<file path="config.mk">
export PLATFORM = sky130hd
export DESIGN_NAME = median_hist
export DESIGN_NICKNAME = d
export VERILOG_FILES = /design/src/rtl/median_pkg.sv /design/src/rtl/median_bin_ram.sv /design/src/rtl/median_ctrl.sv /design/src/rtl/median_hist.sv
export SDC_FILE = /design/constraint.sdc
export NUM_CORES = 1
export LEC_CHECK = 0
export BUFFER_PORTS_ARGS = -buffer_cell sky130_fd_sc_hd__buf_2
export CORE_AREA = 2 2 399 401
export CTS_BUF_LIST = sky130_fd_sc_hd__clkbuf_2
export CTS_CLUSTER_DIAMETER = 30
export DETAILED_ROUTE_END_ITERATION = 6
export DIE_AREA = 0 0 401 403
export PLACE_DENSITY = 0.53
export SETUP_SLACK_MARGIN = 0.3
export SLEW_MARGIN = 20
export SYNTH_ARGS = -nofsm -noshare
export SYNTH_HDL_FRONTEND = slang
export SYNTH_SLANG_ARGS = --single-unit
</file>
<file path="constraint.sdc">
create_clock -name clk_i -period 9.35 [get_ports clk_i]
set_clock_uncertainty 0.1 [all_clocks]
set_input_delay 2.3375 -clock clk_i [delete_from_list [all_inputs] [get_ports clk_i]]
set_output_delay 2.3375 -clock clk_i [all_outputs]
set_load 0.1 [all_outputs]
</file>
<file path="src/rtl/median_pkg.sv">
package median_pkg;
  typedef enum logic [2:0] {
    ST_IDLE,
    ST_CLEAR,
    ST_FILL_RD,
    ST_FILL_WR,
    ST_SCAN,
    ST_DONE
  } med_state_e;
endpackage

</file>
<file path="src/rtl/median_bin_ram.sv">
module median_bin_ram #(
  parameter int ADDR_W = 8,
  parameter int DATA_W = 4
) (
  input  logic              clk_i,
  input  logic              we_i,
  input  logic [ADDR_W-1:0] addr_i,
  input  logic [DATA_W-1:0] wdata_i,
  output logic [DATA_W-1:0] rdata_o
);
  localparam int DEPTH = 1 << ADDR_W;

  logic [DATA_W-1:0] mem_q [DEPTH];

  always_ff @(posedge clk_i) begin
    if (we_i) mem_q[addr_i] <= wdata_i;
    rdata_o <= mem_q[addr_i];
  end
endmodule

</file>
<file path="src/rtl/median_ctrl.sv">
module median_ctrl
  import median_pkg::*;
#(
  parameter int SAMPLE_W  = 8,
  parameter int N_SAMPLES = 9,
  localparam int CNT_W = $clog2(N_SAMPLES + 1)
) (
  input  logic                          clk_i,
  input  logic                          rst_ni,
  input  logic                          start_i,
  input  logic [N_SAMPLES*SAMPLE_W-1:0] samples_i,
  output logic                          ram_we_o,
  output logic [SAMPLE_W-1:0]           ram_addr_o,
  output logic [CNT_W-1:0]              ram_wdata_o,
  input  logic [CNT_W-1:0]              ram_rdata_i,
  output logic                          busy_o,
  output logic                          done_o,
  output logic [SAMPLE_W-1:0]           median_o
);
  localparam int BINS  = 1 << SAMPLE_W;
  localparam int RANK  = N_SAMPLES / 2;
  localparam int IDX_W = (N_SAMPLES > 1) ? $clog2(N_SAMPLES) : 1;

  med_state_e                    state_q;
  logic [SAMPLE_W-1:0]           addr_q, rd_idx_q, median_q;
  logic [IDX_W-1:0]              idx_q;
  logic [N_SAMPLES*SAMPLE_W-1:0] samples_q;
  logic [CNT_W-1:0]              sum_q;
  logic                          rd_vld_q;

  logic [SAMPLE_W-1:0] cur_sample;
  logic [CNT_W-1:0]    add_a, add_b, add_y;

  assign cur_sample = samples_q[int'(idx_q)*SAMPLE_W +: SAMPLE_W];

  // single shared adder: bin increment in FILL, running sum in SCAN
  always_comb begin
    add_a = '0;
    add_b = '0;
    if (state_q == ST_FILL_WR) begin
      add_a = ram_rdata_i;
      add_b = CNT_W'(1);
    end else if (state_q == ST_SCAN) begin
      add_a = sum_q;
      add_b = ram_rdata_i;
    end
  end
  assign add_y = add_a + add_b;

  always_comb begin
    ram_we_o    = 1'b0;
    ram_addr_o  = addr_q;
    ram_wdata_o = '0;
    case (state_q)
      ST_CLEAR:   ram_we_o = 1'b1;
      ST_FILL_RD: ram_addr_o = cur_sample;
      ST_FILL_WR: begin
        ram_we_o    = 1'b1;
        ram_addr_o  = cur_sample;
        ram_wdata_o = add_y;
      end
      default: ;
    endcase
  end

  always_ff @(posedge clk_i or negedge rst_ni) begin
    if (!rst_ni) begin
      state_q   <= ST_IDLE;
      addr_q    <= '0;
      rd_idx_q  <= '0;
      median_q  <= '0;
      idx_q     <= '0;
      samples_q <= '0;
      sum_q     <= '0;
      rd_vld_q  <= 1'b0;
    end else begin
      case (state_q)
        ST_IDLE: if (start_i) begin
          samples_q <= samples_i;
          addr_q    <= '0;
          state_q   <= ST_CLEAR;
        end
        ST_CLEAR: begin
          addr_q <= addr_q + 1'b1;
          if (addr_q == SAMPLE_W'(BINS - 1)) begin
            idx_q   <= '0;
            state_q <= ST_FILL_RD;
          end
        end
        ST_FILL_RD: state_q <= ST_FILL_WR;
        ST_FILL_WR: begin
          // write lands before the next read is issued, so equal samples chain
          if (idx_q == IDX_W'(N_SAMPLES - 1)) begin
            addr_q   <= '0;
            sum_q    <= '0;
            rd_vld_q <= 1'b0;
            state_q  <= ST_SCAN;
          end else begin
            idx_q   <= idx_q + 1'b1;
            state_q <= ST_FILL_RD;
          end
        end
        ST_SCAN: begin
          if (addr_q != SAMPLE_W'(BINS - 1)) addr_q <= addr_q + 1'b1;
          rd_vld_q <= 1'b1;
          rd_idx_q <= addr_q;
          if (rd_vld_q) begin
            sum_q <= add_y;
            if (add_y > CNT_W'(RANK)) begin
              median_q <= rd_idx_q;
              state_q  <= ST_DONE;
            end
          end
        end
        ST_DONE: state_q <= ST_IDLE;
        default: state_q <= ST_IDLE;
      endcase
    end
  end

  assign busy_o   = (state_q != ST_IDLE);
  assign done_o   = (state_q == ST_DONE);
  assign median_o = median_q;

  assert_done_pulse_R7: assert property (@(posedge clk_i) disable iff (!rst_ni)
    done_o |=> (!done_o && !busy_o));
  assert_start_ignored_R6: assert property (@(posedge clk_i) disable iff (!rst_ni)
    (busy_o && start_i) |=> $stable(samples_q));
  assert_median_hold_R8: assert property (@(posedge clk_i) disable iff (!rst_ni)
    (state_q != ST_SCAN) |=> $stable(median_o));
  assert_sum_bound_R10: assert property (@(posedge clk_i) disable iff (!rst_ni)
    sum_q <= CNT_W'(N_SAMPLES));
  assert_bin_bound_R10: assert property (@(posedge clk_i) disable iff (!rst_ni)
    ram_we_o |-> (ram_wdata_o <= CNT_W'(N_SAMPLES)));
  assert_busy_rise_R2: assert property (@(posedge clk_i) disable iff (!rst_ni)
    (!busy_o && start_i) |=> busy_o);
endmodule

</file>
<file path="src/rtl/median_hist.sv">
module median_hist #(
  parameter int SAMPLE_W  = 8,
  parameter int N_SAMPLES = 9
) (
  input  logic                          clk_i,
  input  logic                          rst_ni,
  input  logic                          start_i,
  input  logic [N_SAMPLES*SAMPLE_W-1:0] samples_i,
  output logic                          busy_o,
  output logic                          done_o,
  output logic [SAMPLE_W-1:0]           median_o
);
  localparam int CNT_W = $clog2(N_SAMPLES + 1);

  logic                ram_we;
  logic [SAMPLE_W-1:0] ram_addr;
  logic [CNT_W-1:0]    ram_wdata, ram_rdata;

  median_ctrl #(.SAMPLE_W(SAMPLE_W), .N_SAMPLES(N_SAMPLES)) u_ctrl (
    .clk_i       (clk_i),
    .rst_ni      (rst_ni),
    .start_i     (start_i),
    .samples_i   (samples_i),
    .ram_we_o    (ram_we),
    .ram_addr_o  (ram_addr),
    .ram_wdata_o (ram_wdata),
    .ram_rdata_i (ram_rdata),
    .busy_o      (busy_o),
    .done_o      (done_o),
    .median_o    (median_o)
  );

  median_bin_ram #(.ADDR_W(SAMPLE_W), .DATA_W(CNT_W)) u_ram (
    .clk_i   (clk_i),
    .we_i    (ram_we),
    .addr_i  (ram_addr),
    .wdata_i (ram_wdata),
    .rdata_o (ram_rdata)
  );
endmodule

</file>
### Yosys cells after proc, flatten, opt, wreduce, memory -nomap -nowiden

Memories as Yosys holds them, arrays and structs flattened. A register that Yosys moved wholly into a read port is not among the register bits.
Index checks and enable logic that the tools add are counted.

* flip-flop bits (word level): 108
* RAM bits: 1024
* bits of input ports: 75
* output and inout bits: 10
* logic and storage cells: 70
* memories kept: 1

Memories
* u_ram.mem_q: words 256, width 4, rd ports 1, clocked after memory_dff 1, write ports 1, RTL line median_bin_ram.sv:13 `logic [DATA_W-1:0] mem_q [DEPTH];`

* add/subtract/negate cells: 3
* magnitude comparators: 1
* equal/unequal tests: 15
* shift operators: 1
* multiplexer cells: 27
* reduce and logical (&&, ||, !) cells: 14

Operators with widths (number)
* $shiftx A72 B8 Y8: 1
* $mux W4: 9
* $mux W8: 4
* $pmux W8 S4: 1
* $pmux W4 S2: 2
* $mux W3: 5
* $pmux W3 S5: 1
* $ne A2 B2 Y1 const B: 5
* $reduce_and A3 Y1: 3
* $add A8 B1 Y8 const B: 1
* $eq A8 B8 Y1 const B: 1
* $ne A8 B8 Y1 const B: 1
* $reduce_and A4 Y1: 2
* $eq A3 B2 Y1 const B: 2
* $eq A3 B3 Y1 const B: 2
* $add A4 B1 Y4 const B: 1
* $add A4 B4 Y4: 1
* $eq A4 B4 Y1 const B: 1
* $gt A4 B3 Y1 const B: 1
* $mux W1: 4
* $ne A2 B1 Y1 const B: 2
* $reduce_and A2 Y1: 2
* $reduce_bool A2 Y1: 2
* $reduce_bool A4 Y1: 1
* 5 further kinds: 6

### Longest topological paths before layout

Gate-level depths: netlist of the first run.

* word-level depth: 8
* mapped depth: 16

### Cells and area by module

From an unflattened synthesis of the first run, not the netlist that was laid out.

* cell total of the unflattened synthesis: 2368
* area, all modules: 45427.3 µm²

By module, submodules not included
* median_bin_ram: times used 1, cells an instance 1960, area an instance 40002.1 µm², sequential area each 30829.6 µm²
* median_ctrl: times used 1, cells an instance 408, area an instance 5425.2 µm², sequential area each 2702.6 µm²

### Least setup slack after synthesis of the first run

No wires, ideal clock.

* path kind: register to register
* from: register u_ctrl.state_q[2]
* to: memory u_ram.mem_q[0][2] (data pin)
* arrival: 8.033 ns
* data required time: 7.861 ns
* setup slack: -0.172 ns
* stages on the path, launching flop included: 12
* buffers on the path: 3
* cells stage by stage: dfrtp_1 buf_6 nor2b_1 nor2b_1 clkbuf_1 clkbuf_1 nand2_1 nand2_1 ha_1 fa_1 xnor2_1 nor2_1

* cells in the longest elaborated chain, start to end: 5
* elaborated cells between the ends (all ways): 8
* those cells by class: add/sub: 1; eq/ne: 2; mux: 5

Ends and longest elaborated chain
* start: declaration: RTL line median_ctrl.sv:24 `med_state_e state_q;`
* start signal: assignment: RTL line median_ctrl.sv:68 `state_q <= ST_IDLE;`
* start signal: assignment: RTL line median_ctrl.sv:81 `state_q <= ST_CLEAR;`
* start signal: assignment: RTL line median_ctrl.sv:87 `state_q <= ST_FILL_RD;`
* $eq A3 B3 Y1: RTL line median_ctrl.sv:43 `end else if (state_q == ST_SCAN) begin`
* $mux W4: RTL line median_ctrl.sv:43
* $mux W4: RTL line median_ctrl.sv:40 `if (state_q == ST_FILL_WR) begin`
* $add A4 B4 Y4: RTL line median_ctrl.sv:48 `assign add_y = add_a + add_b;`
* $mux W4 *: RTL line median_ctrl.sv:54 `case (state_q)`
* net ram_wdata[2]: RTL line median_hist.sv:17 `logic [CNT_W-1:0] ram_wdata, ram_rdata;`
* end: declaration: RTL line median_bin_ram.sv:13

Mark *: on every way through the listed nets, which the timed path passes. The rest lies on a longest branch.

### Worst setup path after layout of the first run

* from: register u_ctrl.idx_q[2]
* to: register u_ram.rdata_o[3], read port of u_ram.mem_q

* cells in the longest elaborated chain, start to end: 2

Ends and longest elaborated chain
* start: declaration: RTL line median_ctrl.sv:26 `logic [IDX_W-1:0] idx_q;`
* start signal: assignment: RTL line median_ctrl.sv:99 `idx_q <= idx_q + 1'b1;`
* $shiftx A72 B8 Y8: RTL line median_ctrl.sv:34 `assign cur_sample = samples_q[int'(idx_q)*SAMPLE_W +: SAMPLE_W];`
* $mux W8: RTL line median_ctrl.sv:54
* end: declaration: RTL line median_bin_ram.sv:9 `output logic [DATA_W-1:0] rdata_o`

No other way between the ends.
A chain may end at the register's enable or synchronous reset.

==> metrics.md, run 1 <==
| Metric | Value |
|---|---|
| Outcome | `completed` |
| First-pass GRT wire length | `slightly above 200 mm` |
| Via count | `31,800` |
| Die Wd | `401 µm` |
| WL final | `140 mm` |
| Area Growth Syn to Fin | `11.4%` |
| Root Driver | `clkbuf_2` |
| Unique masters post-synth | `63` |
| Period utilization | `64.0%` |
| Unrepaired setup endpoints after global routing | `no` |
| TNS Setup | `0 ns` |
| DIE AREA | `162,000 µm²` |
| PwrDens | `around 260 nW/µm²` |
| Initial cell density of the core | `29.7%` |
| Hold-fix buffers, CTS | `0` |
| Post-synthesis cell count | `3,704` |
| Most common cell in the netlist | `edfxtp_1` |
| Post-CTS sizing | `0` |
| Wire length per cell | `22.5 µm` |
| CTS tree | `done` |
| Vias in the first global route | `around 31,000` |
| Port Buffer Count | `84` |
| FF/Latch Area | `about 34,000 µm²` |
| Max VDD drop | `0.309 mV` |
| GRT overflow | `0` |
| Hold WC Path Type | `flip-flop to flip-flop` |
| Max clock buf depth | `4` |
| Post-synth top area cell | `edfxtp_1` |
| Synth Cell Area | `around 47,000 µm²` |
| Fillers | `15,800` |
| Die Y | `403 µm` |
| H-tree depth | `5` |
| Sink Count | `1,136` |
| Core Box Area | `157,000 µm²` |
| Post-Syn Nets | `~3,800` |
| Startpoint types | `flip-flop` |
| Leak pwr | `18.4 nW` |
| 1st-iter DRT viols | `3,305` |
| Largest net degree at the start of global routing | `193` |
| Max-slew violations | `0` |
| Fmax | `between 0.15 and 0.2 GHz` |
| Data required, critical path | `10.77 ns` |
| Clock Latency Late Sink | `around 1.7 ns` |
| Worst-path clk slew | `0.10 ns` |
| Worst slew pin tran | `1.13 ns` |
| Synthesized area per cell | `12.6 µm²` |
| GPL Wtd Cong | `0.783` |
| Post-synth top area share | `65.6%` |
| Max Cap Viol | `0` |
| Tmin final | `around 6.0 ns` |
| FP Rows | `about 150` |
| Layout cell share with drive strength beyond 1 | `around a fifth` |
| Rel. slew slack | `24.8%` |
| Final Hold Viols | `0` |
| DRT Pass-1 Iters | `6` |
| Crit path capture type | `flip-flop` |
| Most instantiated cells after synthesis | `edfxtp_1, nand2_1, nand3_1, nor2_1, buf_2` |
| DRC viols | `0` |
| Final ANT Viol Nets | `0` |
| Number of flops mapped to enable cells by yosys | `1,024` |
| Final setup viols | `0` |
| NumNets Final | `about 4,000` |
| Multi-input gate area | `12,200 µm²` |
| FFs w/ async S/R, synth | `9.51%` |
| TritonCTS Buffers | `336` |
| DP HPWL | `approximately 76 mm` |
| Number of I/O pins | `85` |
| Ys flop type | `edfxtp_1` |
| Register bit total from synthesis | `1,136` |
| Share of the yosys chip area belonging to registers | `a little under three quarters` |
| Critical Path AT | `7.41 ns` |
| Post-CTS Setup Bufs | `0` |
| Synthesis Warnings | `0` |
| DR vias/cell | `about 5.1` |
| Antenna violations before repair | `5` |
| Critical path peak fanout | `between 70 and 80` |
| GRT Resource Usage Total | `16.9%` |
| Tot Pwr | `~14 mW` |
| Setup CP Type | `flip-flop to flip-flop` |
| Area contributors post-synth | `edfxtp_1, nand2_1, dfrtp_1, nand3_1, mux2_2` |
## cell usage in the layout, fill, tap and decap left out, types with 6 or more instances in the layout
master,Yosys,final
clkinv_2,0,22
nor2_4,0,6
nor2_1,254,248
a211oi_1,39,39
nand2_2,0,11
o21ai_0,33,32
nor3_1,44,44
and3_1,102,100
a31oi_1,85,85
inv_2,0,8
a311oi_1,72,72
dfrtp_1,108,108
a32oi_1,32,32
inv_1,6,6
a211o_1,9,9
nand2b_1,8,8
and2_1,8,6
buf_4,14,47
mux2i_1,29,29
nor4_1,11,9
clkinv_1,0,50
o31ai_1,6,6
a21oi_1,95,95
o22ai_1,11,11
clkbuf_2,0,468
ha_1,6,6
a22oi_1,14,14
diode_2,0,7
nand4_1,28,28
nor2b_1,10,10
nand3_1,282,282
buf_12,0,11
mux2_2,85,85
a32o_1,14,14
buf_2,132,83
nand2_1,966,953
mux4_2,10,10
edfxtp_1,1024,1024
## cell type report
type / instances / share of cell area [%]
Antenna cell: 7 / 0.0336
Clock buffer: 468 / 4.49
Clock inverter: 85 / 0.916
Inverter: 6 / 0.0432
Multi-Input combinational cell: 2300 / 23.4
Sequential cell: 1136 / 64.3
Tap cell: 2072 / 4.97
Timing Repair Buffer: 142 / 1.92
## stage by stage
stage                     hold slack, ns  std cells  utilization [%]  setup slack, ns  area [µm²]
after floorplan                    0.342       3704                -             2.58       46800
after global placement             0.362       5656             31.3             3.38       49300
after detailed placement           0.364       5656             31.3             3.26       49300
after CTS                          0.389       6209             33.1             3.32       52200
after global routing               0.417       6216             33.1             3.08       52200
final                              0.381       6216             33.1             3.37       52200
## cells by family after synthesis
kind of cell             after synthesis  share of synthesized area (%)
buffers and inverters                268                           2.68
flip-flops                          1136                           71.6
AND/OR/NAND/NOR                     1725                           15.7
XOR/XNOR                               5                         0.0935
AO/OA/AOI/OAI                        439                           6.59
multiplexers                         124                           3.14
adder cells (fa/ha/maj)                7                          0.203
## worst max-delay path, cell delays in order, from the launching register on
cell	delay [ns]
dfrtp_1	0.74
nor2_2	0.25
a22o_1	0.27
a211o_4	0.51
nand2_4	0.81
buf_4	0.71
buf_4	0.76
mux2i_1	0.29
a32oi_1	0.08
nand4_1	0.14
and3_1	0.18
nand4_1	0.13
o31ai_1	0.73
o211ai_1	0.16
## registers in the layout, indices dropped and copies added (netlist names)
signal and count:
u_ctrl.addr_q 8, u_ctrl.idx_q 4, u_ctrl.median_o 8, u_ctrl.rd_idx_q 8, u_ctrl.rd_vld_q 1, u_ctrl.samples_q 72
u_ctrl.state_q 3, u_ctrl.sum_q 4, u_ram.mem_q 1024, u_ram.rdata_o 4
## metal layers
layer  share of wire (%)  vias up  global-route usage [%]
met1                  45    15900                    24.0
li1                    -    14300                       -
met2                  45     1377                    25.9
met3                 7.3      272                    3.41
met4                 2.4        2                    5.71
met5               0.012        -                       0
## worst paths after layout
path	cells past startpoint	slack [ns]	startpoint	end
max	13	3.37	u_ctrl.idx_q[2]	u_ram.rdata_o[3]
min	2	0.38	u_ctrl.rd_idx_q[6]	u_ctrl.rd_idx_q[6]
max reg2reg	13	3.37	u_ctrl.idx_q[2]	u_ram.rdata_o[3]
min reg2reg	2	0.38	u_ctrl.rd_idx_q[6]	u_ctrl.rd_idx_q[6]
max in group asynchronous	2	7.48	rst_ni	u_ctrl.samples_q[25]
min in group asynchronous	1	0.60	rst_ni	u_ctrl.sum_q[3]
## where the power goes
group	switching, mW	internal (mW)	total (mW)
clock network	2.12	1.48	3.60
registers	0.141	5.74	5.88
logic	3.02	1.24	4.26
No activity file was read; power rests on OpenSTA's default activity.
==> run 2: changes to the inputs <==
--- a/config.mk
+++ b/config.mk
@@ -5,13 +5,14 @@
 export SDC_FILE = /design/constraint.sdc
 export NUM_CORES = 1
 export LEC_CHECK = 0
+export ABC_AREA = 1
 export BUFFER_PORTS_ARGS = -buffer_cell sky130_fd_sc_hd__buf_2
-export CORE_AREA = 2 2 399 401
+export CORE_AREA = 2 2 410 412
 export CTS_BUF_LIST = sky130_fd_sc_hd__clkbuf_2
 export CTS_CLUSTER_DIAMETER = 30
 export DETAILED_ROUTE_END_ITERATION = 6
-export DIE_AREA = 0 0 401 403
-export PLACE_DENSITY = 0.53
+export DIE_AREA = 0 0 412 414
+export PLACE_DENSITY = 0.52
 export SETUP_SLACK_MARGIN = 0.3
 export SLEW_MARGIN = 20
 export SYNTH_ARGS = -nofsm -noshare
==> constraint.sdc (replaced) <==
create_clock -name clk_i -period 5.6 [get_ports clk_i]
set_clock_uncertainty 0.1 [all_clocks]
set_input_delay 1.4 -clock clk_i [delete_from_list [all_inputs] [get_ports clk_i]]
set_output_delay 1.4 -clock clk_i [all_outputs]
set_load 0.1 [all_outputs]
==> metrics.md, run 2 <==
| Metric | Value |
|---|---|
| Max VDD drop | `0.497 mV (was 0.309 mV)` |
| Number of flops mapped to enable cells by yosys | `1,024 (unchanged)` |
| Setup CP Type | `flip-flop to flip-flop (unchanged)` |
| Antenna violations before repair | `4 (was 5)` |
| Critical Path AT | `5.96 ns (was 7.41 ns)` |
| Sw power | `13.8 mW (was 5.29 mW)` |
| Root Driver | `clkbuf_2 (unchanged)` |
| PwrDens | `531 nW/µm² (was 263 nW/µm²)` |
| Synthesized area per cell | `9.94 µm² (was 12.6 µm²)` |
| Data required, critical path | `6.75 ns (was 10.77 ns)` |
| Final setup viols | `0 (unchanged)` |
| Die Wd | `412 µm (was 401 µm)` |
| FF/Latch Area | `33,500 µm² (unchanged)` |
| Reg power frac | `33.4% (was 42.8%)` |
| GPL Wtd Cong | `0.813 (was 0.783)` |
| Switch share | `46.1% (was 38.5%)` |
| DRT Pass-1 Iters | `7 (was 6)` |
| Wire length per cell | `18.6 µm (was 22.5 µm)` |
| Initial cell density of the core | `29.9% (was 29.7%)` |
| Area contributors post-synth | `edfxtp_1, nand2_1, dfrtp_1, nor2_1, buf_2 (was edfxtp_1, nand2_1, dfrtp_1, nand3_1, mux2_2)` |
| Final Hold Viols | `0 (unchanged)` |
| Commonest non-fill, non-tap cell in the layout | `nand2_1 (was edfxtp_1)` |
| Outcome | `finished with violations (was completed)` |
| Share of the yosys chip area belonging to registers | `67.6% (was 71.6%)` |
| Max clock buf depth | `4 (unchanged)` |
| Biggest register | `u_ram.mem_q (unchanged)` |
| Crit path launch | `u_ctrl.state_q[2] (was u_ctrl.idx_q[2])` |
| Post-Syn Nets | `5,075 (was 3,786)` |
| Core Box Area | `166,000 µm² (was 157,000 µm²)` |
| Die Y | `414 µm (was 403 µm)` |
| Final ANT Viol Nets | `0 (unchanged)` |
| Fillers | `17,200 (was 15,800)` |
| Non-filler cells, final | `7,731 (was 6,216)` |
| Startpoint types | `flip-flop (unchanged)` |
| Register bit total from synthesis | `1,136 (unchanged)` |
| WL final | `143 mm (was 140 mm)` |
| GRT Resource Usage Total | `16.6% (was 16.9%)` |
| Worst-path clk slew | `0.09 ns (was 0.10 ns)` |
| Failing checks | `design-rule violations` |
| Sink Count | `1,136 (unchanged)` |
| DIE AREA | `171,000 µm² (was 162,000 µm²)` |
| Max Cap Viol | `0 (unchanged)` |
| Post-synth top area share | `61.9% (was 65.6%)` |
| NumNets Final | `5,378 (was 4,004)` |
| CTS tree | `done (unchanged)` |
| DR vias/cell | `4.60 (was 5.11)` |
| Unique masters post-synth | `42 (was 63)` |
| Ys flop type | `edfxtp_1 (unchanged)` |
| Post-synthesis cell count | `4,993 (was 3,704)` |
| Leak pwr | `23.1 nW (was 18.4 nW)` |
| Total placed cells including tap cells | `7,090 (was 5,656)` |
| Area Growth Syn to Fin | `13.1% (was 11.4%)` |
| Area after DPL | `52,500 µm² (was 49,300 µm²)` |
| Multi-input gate area | `14,500 µm² (was 12,200 µm²)` |
| Most instantiated cells after synthesis | `nand2_1, edfxtp_1, nor2_1, buf_2, nand3_1 (was edfxtp_1, nand2_1, nand3_1, nor2_1, buf_2)` |
| Unrepaired setup endpoints after global routing | `no (unchanged)` |
| Max FFs per register | `1,024 (unchanged)` |
| Fmax | `0.208 GHz (was 0.167 GHz)` |
| Largest registers | `u_ram.mem_q x1024, u_ctrl.samples_q x72 (unchanged)` |
| Post-synth top area cell | `edfxtp_1 (unchanged)` |
| Crit path capture type | `flip-flop (unchanged)` |
| Number of I/O pins | `85 (unchanged)` |
| H-tree depth | `5 (unchanged)` |
| Critical path peak fanout | `18 (was 74)` |
| DRC viols | `1 (was 0)` |
| Design Area, Final | `56,200 µm² (was 52,200 µm²)` |
| Synthesis Warnings | `0 (unchanged)` |
| Most common cell in the netlist | `nand2_1 (was edfxtp_1)` |
| Layout cell share with drive strength beyond 1 | `14.5% (was 18.8%)` |
| Vias in the first global route | `35,900 (was 31,300)` |
| Comb pwr share | `46.2% (was 31.0%)` |
| Clk pwr share | `20.4% (was 26.2%)` |
| FP Rows | `150 (was 146)` |
| DP HPWL | `80.5 mm (was 76.2 mm)` |
| GRT overflow | `0 (unchanged)` |
| Int Pwr | `16.1 mW (was 8.46 mW)` |
| Largest net degree at the start of global routing | `165 (was 193)` |
| Synth Cell Area | `49,600 µm² (was 46,800 µm²)` |
| First-pass GRT wire length | `216 mm (was 208 mm)` |
| Worst slew pin tran | `1.16 ns (was 1.13 ns)` |
| Via count | `35,600 (was 31,800)` |
| Port Buffer Count | `84 (unchanged)` |
| Max-slew violations | `0 (unchanged)` |
| Period utilization | `86.0% (was 64.0%)` |
| Tmin final | `4.81 ns (was 5.98 ns)` |
| Rel. slew slack | `22.5% (was 24.8%)` |
| Clock Latency Late Sink | `1.70 ns (was 1.67 ns)` |
| Most frequent cells in the layout | `nand2_1, edfxtp_1, clkbuf_2 (was edfxtp_1, nand2_1, clkbuf_2)` |
| FFs w/ async S/R, synth | `9.51% (unchanged)` |
| Post-CTS sizing | `0 (unchanged)` |
| Hold WC Path Type | `primary input to asynchronous set/reset pin (was flip-flop to flip-flop)` |
| TritonCTS Buffers | `334 (was 336)` |
| Start of the worst register-to-register path | `u_ctrl.state_q[2] (was u_ctrl.idx_q[2])` |
| 1st-iter DRT viols | `2,747 (was 3,305)` |
run 2: kinds of logic (layout without fill, tap and decap cells):
kind of cell	Yosys count	count (layout)	synth area share, %
compound gates	134	134	1.60
xor+xnor	5	5	0.0882
fa+ha+maj	7	7	0.192
buf+inv	363	889	3.47
flops	1136	1136	67.6
mux	73	73	1.66
other cells	0	8	0
simple gates	3275	3275	25.4
run 2: path summary, 6_finish.rpt:
check	endpoint	slack [ns]	cells after the start
max in group asynchronous	u_ctrl.rd_idx_q[0]	3.99	3
min in group clk_i	u_ctrl.samples_q[53]	0.38	3
min reg2reg	u_ctrl.rd_idx_q[0]	0.39	2
max reg2reg	u_ram.mem_q[3][2]	0.79	8
max	u_ram.mem_q[3][2]	0.79	8
min	u_ctrl.median_o[7]	0.27	2
run 2: final cells by class:
cell class	count	share of cell area [%]
clock buffers	460	4.10
repair buffers	232	3.71
inverters	98	0.677
diodes	8	0.0356
flip-flops and latches	1136	59.7
clock inverters	99	1.07
multi-input cells	3494	25.8
well taps	2204	4.91
run 2: critical path: stages, from the launching register on:
cell	delay, ns
dfrtp_1	0.42
nor2_2	0.56
inv_2	0.23
nor2_1	0.32
inv_1	0.37
nand2_1	0.67
nand2_1	0.87
buf_4	0.49
nor2_1	0.31
run 2: power groups by stage:
| stage | combinational, mW | sequential (mW) | clock, mW |
|---|---|---|---|
| 2_1_floorplan | 9.39 | 10.0 | 0 |
| 5_1_grt | 15.4 | 10.0 | 6.75 |
| 3_5_place_dp | 13.7 | 10.1 | 0 |
| 6_report | 13.8 | 9.95 | 6.09 |
| 4_1_cts | 13.8 | 9.95 | 6.28 |
| 3_3_place_gp | 13.8 | 10.1 | 0 |
run 2: metal layers:
layer  routed length, µm  vias up  global-route usage (%)  share of wire [%]
li1                    -    17100                       -                  -
met5                   0        -                       0                  0
met1               63700    17100                    22.0                 44
met4                2970        0                    4.87                2.1
met2               67400     1195                    26.9                 47
met3                9380      213                    3.76                6.5
run 2: metrics by stage:
step / setup slack, ns / power (mW) / TNS (ns) / hold WS [ns] / util, %
after floorplan: -1.20 / 19.4 / -1075.03 / 0.345 / -
after global placement: 0.985 / 23.9 / 0 / 0.370 / 31.6
after detailed placement: 0.941 / 23.9 / 0 / 0.370 / 31.6
after CTS: 0.824 / 30.1 / 0 / 0.102 / 33.8
after global routing: 0.577 / 32.1 / 0 / 0.136 / 33.8
final: 0.786 / 29.8 / 0 / 0.269 / 33.8
run 2: timing repair:
action	4_1_cts	5_1_grt
hold buffers	74	0
buffers inserted	0	0
hold endpoints to repair	145	0
